[src/rtl/guard_pkg.sv]
package guard_pkg;

    typedef enum logic [1:0] {
        KIND_READ  = 2'd0,
        KIND_WRITE = 2'd1,
        KIND_FETCH = 2'd2,
        KIND_RSVD  = 2'd3
    } acc_kind_e;

    localparam logic [7:0] SLOT_RESET  = 8'hCC;
    localparam logic [7:0] GROUP_RESET = 8'hC0;
    localparam logic [7:0] GROUP_MASK  = 8'hFC;

endpackage

[src/rtl/guard_regs.sv]
module guard_regs
    import guard_pkg::*;
#(
    parameter int NUM_MASTERS = 4,
    parameter int NUM_PSLOTS  = 17,
    parameter int AW          = 4,
    localparam int MW         = $clog2(NUM_MASTERS),
    localparam int NUM_PREGS  = (NUM_PSLOTS + 1) / 2
) (
    input  logic                        clk,
    input  logic                        rst_n,
    input  logic                        cfg_we,
    input  logic [MW-1:0]               cfg_master,
    input  logic [AW-1:0]               cfg_addr,
    input  logic [7:0]                  cfg_wdata,
    output logic [7:0]                  cfg_rdata,
    output logic [NUM_MASTERS-1:1]      attr_en_q,
    output logic [NUM_PREGS-1:0][7:0]   preg_q,
    output logic [7:0]                  grp_q
);

    localparam int ADDR_GRP = NUM_PREGS + 1;

    function automatic logic [7:0] priv_mask_f();
        logic [7:0] m;
        m = '0;
        for (int n = 0; n < NUM_MASTERS; n++) begin
            m[n] = 1'b1;
            if (n > 0) m[4 + n] = 1'b1;
        end
        return m;
    endfunction

    localparam logic [7:0] PRIV_MASK = priv_mask_f();
    localparam logic [7:0] PRIV_RST  = 8'h01;
    localparam logic [7:0] LAST_MASK = (NUM_PSLOTS % 2 == 1) ? 8'h0F : 8'hFF;

    logic [7:0] priv_q;
    logic       wr_ok;

    assign wr_ok = cfg_we && priv_q[cfg_master];

    // Privilege byte
    always_ff @(posedge clk) begin
        if (!rst_n) begin
            priv_q <= PRIV_RST;
        end else if (wr_ok && cfg_addr == AW'(0)) begin
            priv_q <= cfg_wdata & PRIV_MASK;
        end
    end

    // Per-slot registers, one process each
    for (genvar i = 0; i < NUM_PREGS; i++) begin : g_preg
        localparam logic [7:0] MASK = (i == NUM_PREGS - 1) ? LAST_MASK : 8'hFF;
        always_ff @(posedge clk) begin
            if (!rst_n) begin
                preg_q[i] <= SLOT_RESET & MASK;
            end else if (wr_ok && cfg_addr == AW'(i + 1)) begin
                preg_q[i] <= cfg_wdata & MASK;
            end
        end
    end

    // Grouped byte
    always_ff @(posedge clk) begin
        if (!rst_n) begin
            grp_q <= GROUP_RESET;
        end else if (wr_ok && cfg_addr == AW'(ADDR_GRP)) begin
            grp_q <= cfg_wdata & GROUP_MASK;
        end
    end

    always_comb begin
        cfg_rdata = '0;
        if (cfg_addr == AW'(0)) cfg_rdata = priv_q;
        if (cfg_addr == AW'(ADDR_GRP)) cfg_rdata = grp_q;
        for (int i = 0; i < NUM_PREGS; i++) begin
            if (cfg_addr == AW'(i + 1)) cfg_rdata = preg_q[i];
        end
    end

    assign attr_en_q = priv_q[NUM_MASTERS+3:5];

    // untrusted writes leave every register untouched
    p_untrusted_hold_r3: assert property (@(posedge clk) disable iff (!rst_n)
        (cfg_we && !priv_q[cfg_master]) |=>
            ($stable(priv_q) && $stable(preg_q) && $stable(grp_q)));

    // trusted write to the privilege byte lands on the next edge
    p_trusted_priv_r3: assert property (@(posedge clk) disable iff (!rst_n)
        (cfg_we && priv_q[cfg_master] && cfg_addr == AW'(0)) |=>
            (priv_q == ($past(cfg_wdata) & PRIV_MASK)));

endmodule

[src/rtl/guard_priv.sv]
module guard_priv #(
    parameter int NUM_MASTERS = 4,
    localparam int MW         = $clog2(NUM_MASTERS)
) (
    input  logic [NUM_MASTERS-1:1] attr_en,
    input  logic [MW-1:0]          acc_master,
    input  logic                   acc_super,
    output logic                   eff_super
);

    logic [NUM_MASTERS-1:0] honour;

    assign honour[0] = 1'b1;
    for (genvar n = 1; n < NUM_MASTERS; n++) begin : g_hon
        assign honour[n] = attr_en[n];
    end

    assign eff_super = acc_super && honour[acc_master];

endmodule

[src/rtl/guard_check.sv]
module guard_check
    import guard_pkg::*;
#(
    parameter int NUM_PSLOTS  = 17,
    parameter int NUM_GSLOTS  = 14,
    parameter int SW          = 5,
    localparam int NUM_PREGS  = (NUM_PSLOTS + 1) / 2
) (
    input  logic                      clk,
    input  logic                      rst_n,
    input  logic                      eff_super,
    input  logic [1:0]                acc_kind,
    input  logic                      acc_grouped,
    input  logic [SW-1:0]             acc_slot,
    input  logic [NUM_PREGS-1:0][7:0] preg_q,
    input  logic [5:0]                grp_rights,
    output logic                      allow
);

    acc_kind_e  kind;
    logic [3:0] nib [NUM_PSLOTS];
    logic [3:0] nib_sel;
    logic       p_in_range;
    logic       g_in_range;
    logic       p_ok;
    logic       g_ok;

    assign kind = acc_kind_e'(acc_kind);

    for (genvar s = 0; s < NUM_PSLOTS; s++) begin : g_nib
        assign nib[s] = preg_q[s / 2][(s % 2) * 4 +: 4];
    end

    always_comb begin
        nib_sel = '0;
        for (int s = 0; s < NUM_PSLOTS; s++) begin
            if (acc_slot == SW'(s)) nib_sel = nib[s];
        end
    end

    assign p_in_range = (acc_slot < SW'(NUM_PSLOTS));
    assign g_in_range = (acc_slot < SW'(NUM_GSLOTS));

    always_comb begin
        p_ok = 1'b0;
        unique case (kind)
            KIND_READ:  p_ok = eff_super ? nib_sel[3] : nib_sel[1];
            KIND_WRITE: p_ok = eff_super ? nib_sel[2] : nib_sel[0];
            KIND_FETCH: p_ok = 1'b0;
            KIND_RSVD:  p_ok = 1'b0;
        endcase
    end

    always_comb begin
        g_ok = 1'b0;
        unique case (kind)
            KIND_READ:  g_ok = eff_super ? grp_rights[5] : grp_rights[2];
            KIND_WRITE: g_ok = eff_super ? grp_rights[4] : grp_rights[1];
            KIND_FETCH: g_ok = eff_super ? grp_rights[3] : grp_rights[0];
            KIND_RSVD:  g_ok = 1'b0;
        endcase
    end

    assign allow = acc_grouped ? (g_in_range && g_ok) : (p_in_range && p_ok);

    // fetches into the per-slot space are never allowed
    p_no_pfetch_r7: assert property (@(posedge clk) disable iff (!rst_n)
        (!acc_grouped && kind == KIND_FETCH) |-> !allow);

    // out-of-range slots are never allowed
    p_range_r8: assert property (@(posedge clk) disable iff (!rst_n)
        ((acc_grouped && !g_in_range) || (!acc_grouped && !p_in_range)) |-> !allow);

endmodule

[src/rtl/bus_access_guard.sv]
module bus_access_guard #(
    parameter int NUM_MASTERS = 4,
    parameter int NUM_PSLOTS  = 17,
    parameter int NUM_GSLOTS  = 14,
    parameter int SW          = 5,
    parameter int AW          = 4,
    localparam int MW         = $clog2(NUM_MASTERS),
    localparam int NUM_PREGS  = (NUM_PSLOTS + 1) / 2
) (
    input  logic          clk,
    input  logic          rst_n,
    input  logic          acc_valid,
    input  logic [MW-1:0] acc_master,
    input  logic          acc_super,
    input  logic [1:0]    acc_kind,
    input  logic          acc_grouped,
    input  logic [SW-1:0] acc_slot,
    output logic          acc_grant,
    output logic          acc_error,
    input  logic          cfg_we,
    input  logic [MW-1:0] cfg_master,
    input  logic [AW-1:0] cfg_addr,
    input  logic [7:0]    cfg_wdata,
    output logic [7:0]    cfg_rdata
);

    logic [NUM_MASTERS-1:1]    attr_en_q;
    logic [NUM_PREGS-1:0][7:0] preg_q;
    logic [7:0]                grp_q;
    logic                      eff_super;
    logic                      allow;

    guard_regs #(
        .NUM_MASTERS (NUM_MASTERS),
        .NUM_PSLOTS  (NUM_PSLOTS),
        .AW          (AW)
    ) u_regs (
        .clk        (clk),
        .rst_n      (rst_n),
        .cfg_we     (cfg_we),
        .cfg_master (cfg_master),
        .cfg_addr   (cfg_addr),
        .cfg_wdata  (cfg_wdata),
        .cfg_rdata  (cfg_rdata),
        .attr_en_q  (attr_en_q),
        .preg_q     (preg_q),
        .grp_q      (grp_q)
    );

    guard_priv #(
        .NUM_MASTERS (NUM_MASTERS)
    ) u_priv (
        .attr_en    (attr_en_q),
        .acc_master (acc_master),
        .acc_super  (acc_super),
        .eff_super  (eff_super)
    );

    guard_check #(
        .NUM_PSLOTS (NUM_PSLOTS),
        .NUM_GSLOTS (NUM_GSLOTS),
        .SW         (SW)
    ) u_check (
        .clk         (clk),
        .rst_n       (rst_n),
        .eff_super   (eff_super),
        .acc_kind    (acc_kind),
        .acc_grouped (acc_grouped),
        .acc_slot    (acc_slot),
        .preg_q      (preg_q),
        .grp_rights  (grp_q[7:2]),
        .allow       (allow)
    );

    assign acc_grant = acc_valid && allow;
    assign acc_error = acc_valid && !allow;

    // exactly one response per valid access
    p_one_response_r9: assert property (@(posedge clk) disable iff (!rst_n)
        acc_valid |-> (acc_grant != acc_error));

    // silence when idle
    p_idle_quiet_r9: assert property (@(posedge clk) disable iff (!rst_n)
        !acc_valid |-> (!acc_grant && !acc_error));

    // a non-core master without its enable never runs as supervisor
    p_user_forced_r4: assert property (@(posedge clk) disable iff (!rst_n)
        (acc_master != '0 && !attr_en_q[acc_master]) |-> !eff_super);

endmodule

[config.mk]
export PLATFORM = sky130hd
export DESIGN_NAME = bus_access_guard
export DESIGN_NICKNAME = d
export VERILOG_FILES = /design/src/rtl/guard_pkg.sv /design/src/rtl/guard_regs.sv /design/src/rtl/guard_priv.sv /design/src/rtl/guard_check.sv /design/src/rtl/bus_access_guard.sv
export SDC_FILE = /design/constraint.sdc
export NUM_CORES = 1
export LEC_CHECK = 0
export BUFFER_PORTS_ARGS = -buffer_cell sky130_fd_sc_hd__buf_2
export CORE_MARGIN = 2
export CORE_UTILIZATION = 55
export CTS_BUF_LIST = sky130_fd_sc_hd__clkbuf_16
export DETAILED_ROUTE_END_ITERATION = 8
export PLACE_DENSITY = 0.75
export SLEW_MARGIN = 20
export SYNTH_ARGS = -nofsm -noshare
export SYNTH_HDL_FRONTEND = slang
export SYNTH_SLANG_ARGS = --single-unit
[constraint.sdc]
create_clock -name clk -period 5.08 [get_ports clk]
set_input_delay 1.524 -clock clk [delete_from_list [all_inputs] [get_ports clk]]
set_output_delay 1.524 -clock clk [all_outputs]
set_load 0.05 [all_outputs]
After elaboration in Yosys (flattened, before gate mapping)
Index checks and enable logic that the tools add are counted.
{ "word_totals": {"reg_bits": 81, "ramBits": 0, "mem_bits_ro": 0, "latchBits": 0, "wordCells": 106, "n_memories": 0} }
{ "op_classes": {"addsub": 0, "bitwise": 0, "magnitude_cmp": 4, "eq_ne": 29, "n_mul": 0, "shift": 0, "n_mux": 40, "n_div": 0, "n_reduce_logical": 22} }
{ "op_table": {"columns": ["op", "count"], "rows": [
  ["$mux 8", 11],
  ["$mux 4", 17],
  ["$eq 5x4->1 const B", 8],
  ["$eq 5x3->1 const B", 4],
  ["$logic_and 1x1->1", 17],
  ["$eq 4x3->1 const B", 4],
  ["$eq 4x4->1 const B", 3],
  ["$eq 5x2->1 const B", 2],
  ["$eq 4x2->1 const B", 2],
  ["$mux 1", 8],
  ["$eq 5x1->1 const B", 1],
  ["$eq 5x5->1 const B", 1],
  ["$logic_not 5->1", 1],
  ["$lt 5x4->1 const B", 1],
  ["$lt 5x5->1 const B", 1],
  ["$bmux 1 s2", 2],
  ["$eq 2x2->1 const B", 2],
  ["$eq 4x1->1 const B", 1],
  ["$logic_not 4->1", 1],
  ["$lt 2x4->1 const B", 1],
  ["$pmux 1 s4", 1],
  ["$lt 2x3->1 const B", 1],
  ["$pmux 1 s3", 1],
  ["$eq 2x1->1 const B", 1],
  ["3 further kinds", 3]
]} }

Logic depth before layout (Yosys ltp)
{ "logic_depth": {"depth_word": 24, "depth_mapped": 11, "ltp_nobuf": 7} }

Cells and area by module
A second synthesis with hierarchy kept.
{ "unflattened": {"hier_cells": 640, "area_unflattened_um2": 5195.0} }
{ "modules_own_cells": {"columns": ["mod", "seq_area_each_um2", "cells_per_inst", "n_inst", "area_per_inst_um2"], "rows": [
  ["guard_regs", 1621.6, 475, 1, 4051.4],
  ["guard_check", 0.0, 159, 1, 1088.5],
  ["guard_priv", 0.0, 4, 1, 38.8],
  ["bus_access_guard", 0.0, 2, 1, 16.3]
]} }

Worst setup path after synthesis
OpenSTA, ideal clock, no wires.
{ "synth_path": {"path_type": "input port to output port", "start": "input port cfg_addr[1]", "end": "output port cfg_rdata[2]", "cell_stages": 6, "required_ns": 3.556, "arrival_time_ns": 3.862, "setup_slack_ns": -0.306, "path_buffers": 2, "cell_sequence": "clkbuf_1 -> clkbuf_1 -> nor2_1 -> nand2_1 -> nor2_1 -> a222oi_1"} }
{ "synth_between": {"elab_chain_cells": 12, "elab_cells_between_ends": 22, "cone_classes": "eq/ne: 10; mux: 11; reduce/logical: 1"} }
{ "synth_rtl": {"columns": ["element", "line", "rtl"], "rows": [
  ["start, declared", "bus_access_guard.sv:22", "input logic [AW-1:0] cfg_addr,"],
  ["$logic_not 4->1", "guard_regs.sv:75", "if (cfg_addr == AW'(0)) cfg_rdata = priv_q;"],
  ["$mux 8", "guard_regs.sv:75", null],
  ["$mux 8", "guard_regs.sv:76", "if (cfg_addr == AW'(ADDR_GRP)) cfg_rdata = grp_q;"],
  ["$mux 8 (8 in a row)", "guard_regs.sv:78", "if (cfg_addr == AW'(i + 1)) cfg_rdata = preg_q[i];"],
  ["$mux 8 *", "guard_regs.sv:78", null],
  ["end, declared", "bus_access_guard.sv:24", "output logic [7:0] cfg_rdata"]
]} }
Every way passes the cells marked *; elsewhere a longest branch is shown, timed or not.

Worst setup path after layout
{ "layout_path": {"start": "input port acc_slot[2]", "end": "output port acc_grant"} }
{ "layout_between": {"elab_chain_cells": 23, "elab_cells_between_ends": 43, "cone_classes": "order compare: 2; eq/ne: 16; mux: 21; reduce/logical: 4"} }
{ "layout_rtl": {"columns": ["element", "line", "rtl"], "rows": [
  ["start, declared", "bus_access_guard.sv:17", "input logic [SW-1:0] acc_slot,"],
  ["$logic_not 5->1", "guard_check.sv:37", "if (acc_slot == SW'(s)) nib_sel = nib[s];"],
  ["$mux 4 (17 in a row)", "guard_check.sv:37", null],
  ["$mux 1, on equally long branches", "guard_check.sv:48, guard_check.sv:47", null],
  ["$pmux 1 s3", "guard_check.sv:46", "unique case (kind)"],
  ["$logic_and 1x1->1", "guard_check.sv:64", "assign allow = acc_grouped ? (g_in_range && g_ok) : (p_in_range && p_ok);"],
  ["$mux 1 *", "guard_check.sv:64", null],
  ["$logic_and 1x1->1 *", "bus_access_guard.sv:75", "assign acc_grant = acc_valid && allow;"],
  ["end, declared", "bus_access_guard.sv:18", "output logic acc_grant,"]
]} }
Marked as above.

==> flow_summary.ini <==
[run_status]
status = completed

[worst_setup_path]
critPathKind = input pin to primary output
path_common_cell = buf_4
start_kind = input pin
crit_arrival_ns = 3.45
slowest_stage = or4_1
path_cells = buf_4 -> buf_4 -> and3_1 -> a32oi_1 -> o311ai_1 -> or4_1 -> a21oi_2 -> nor2_2 -> o31a_1 -> buf_6
max_stage_delay_ns = 0.55
required_ns = 3.56
path_max_fanout = 9
critPathCaptureType = primary output

[power_and_ir_drop]
p_per_area_nw_per_um2 = 271
ir_drop_uv = 192
p_leak_nw = 2.45

[global_routing]
grt-ovfl-total = 0
grt_pass1_vias = 4755
grt_max_degree = 45
grt_pass1_wl_mm = 25.9
grtUsageTotal = 0.341
antenna_found_initial = 0

[logic_synthesis]
ys_warn_count = 0
yosysSeqAreaShare = 0.332
yosys.cell_types.count = 66
synth_top_area_frac = 0.332
async_reset_ff_frac = 0
syn_avg_cell_area_um2 = 8.15
synth_area_leaders = dfxtp_1 33%, mux2i_1 11%, nand2_1 7.0%, nand3_1 7.0%, mux4_2 4.1%
synth_cells = 600
synth-seq-cells = 81
yosys-top-cells-count = 91 x nand2_1, 81 x dfxtp_1, 68 x nand3_1, 55 x mux2i_1, 37 x nor2_1
synth_flop_cell = dfxtp_1
syn-num-nets = 629
synth_most_common_cell = nand2_1
synth_area_um2 = 4890
yosysTopAreaCell = dfxtp_1
synth-edff-count = 0

[sta]
maxSlewHeadroom = 0.456
setup_tns_ns = 0
fin_crit_sh = 0.979
fin_crit_ns = 4.97
finalMaxSlewViolations = 0
setup_ws_ns = 0.105
hold_viol_final = 0
whs_ns = 0.488
max_slew.worst_pin.slew_ns = 0.813
rsz0062_at_grt = no
setup_viol = 0
fin_skew_ns = 0.00908
fmax_mhz = 201

[placed_design]
pre_cts_slack_ns = -0.109
place_area_um2 = 5360
dp_hpwl_mm = 12.0
numPortBuffers = 38
globalplace.congestion = 1.02

[routing]
dr.pass1.iters = 5
vias_per_cell = 6.58
drc = 0
ant_nets = 0
wl_per_cell_um = 21.2
dr_total_vias = 4988
routed_wl_mm = 16.1
drtIter0Drc = 535

[finish]
syn_to_final_growth_pct = 17.3
insertedDiodeCount = 0
post-route-cell-area_um2 = 5740
final_core_util = 0.661
drive_gt1_frac = 0.195
fin_nets = 674

[floorplan]
start_util = 0.564
core_um2 = 8680
die_h_um = 98.3
die_x_um = 98.3
io_pins = 39
die_area_um2 = 9660
placementRows = 34

[clock_network]
ctsHtreeMaxLevel = 3
cts_tree = built
cts_buffer_depth = 2
cts_sinks = 81
cts_buffers = 9
path_clk_slew_ns = 0.06
clk_latency_ns = 0.34
cts_root_buffer = clkbuf_16
cts_setup_buffers = 0
cts_hold_buf = 0

[run]
drv_cap = 0

[min_path]
hp-class = flip-flop to flip-flop
[where the power goes]
part | switching (mW) | internal [mW]
clock | 0.264 | 0.426
combinational | 0.140 | 0.0841
sequential | 0.00371 | 0.638
total | 0.408 | 1.15
[stage by stage]
stage               cells  power (mW)
finish                758        1.56
global route          758        1.60
CTS                   758        1.55
detailed placement    742       0.869
global placement      741       0.865
floorplan             600       0.798
[per-layer routing]
metal  track usage  share of wire
met1         0.479           0.41
met2         0.534           0.45
met3        0.0537           0.10
met4         0.122          0.036
met5             0              0
[cell type report]
class | count | area, um^2
Clock buffer | 9 | 225
Clock inverter | 7 | 87.6
Fill cell | 781 | 2940
Inverter | 9 | 33.8
Multi-Input combinational cell | 460 | 3050
Sequential cell | 81 | 1620
Tap cell | 108 | 135
Timing Repair Buffer | 84 | 586
[kinds of logic after synthesis]
logic type / count (synthesis) / synth area share
and+or+nand+nor: 260 / 0.257
AOI/OAI and AO/OA: 130 / 0.189
buffers and inverters: 59 / 0.0550
DFF: 81 / 0.332
muxes: 70 / 0.168
[layout by cell type (no fill, tap or decap), types with 3 or more instances in the layout]
| master | instances |
|---|---|
| nand2_1 | 91 |
| dfxtp_1 | 81 |
| nand3_1 | 68 |
| mux2i_1 | 54 |
| buf_4 | 44 |
| nor2_1 | 36 |
| buf_2 | 34 |
| nor2b_1 | 26 |
| a21boi_0 | 24 |
| o21ai_0 | 21 |
| a21oi_1 | 18 |
| inv_1 | 10 |
| mux4_2 | 9 |
| clkbuf_16 | 9 |
| nand2b_1 | 8 |
| a22oi_1 | 7 |
| o22ai_1 | 6 |
| a31oi_1 | 6 |
| o211ai_1 | 5 |
| nor3_1 | 5 |
| mux2_2 | 5 |
| a32oi_1 | 4 |
| a211oi_1 | 4 |
| buf_6 | 4 |
| or4_1 | 3 |
| a2bb2oi_1 | 3 |
| nand4_1 | 3 |
| o21ai_1 | 3 |
| o2111ai_1 | 3 |
[repair_timing]
item / CTS / global route
setup endpoints to repair: 2 / 2
pin swaps: 0 / 7
gates resized for setup: 5 / 15
[worst paths after layout]
kind | start | end | slack, ns | depth (start not counted)
worst min register to register | u_regs.preg_q[58] | u_regs.preg_q[58] | 0.49 | 2
worst min-delay path | u_regs.preg_q[58] | u_regs.preg_q[58] | 0.49 | 2
worst max-delay path | acc_slot[2] | acc_grant | 0.11 | 10
worst max register to register | u_regs.priv_q[1] | u_regs.preg_q[19] | 2.93 | 7
[worst max-delay path: cells and delay by family]
kind	cells	cell delay [ns]
buffers and inverters	3	0.44
AOI/OAI and AO/OA	4	0.68
and+or+nand+nor	3	0.79
[sequential cells by signal, indices dropped and copies added (netlist names)]
signal	cells
u_regs.preg_q	68
u_regs.grp_q	6
u_regs.priv_q	7
(Power assumes the default switching activity.)
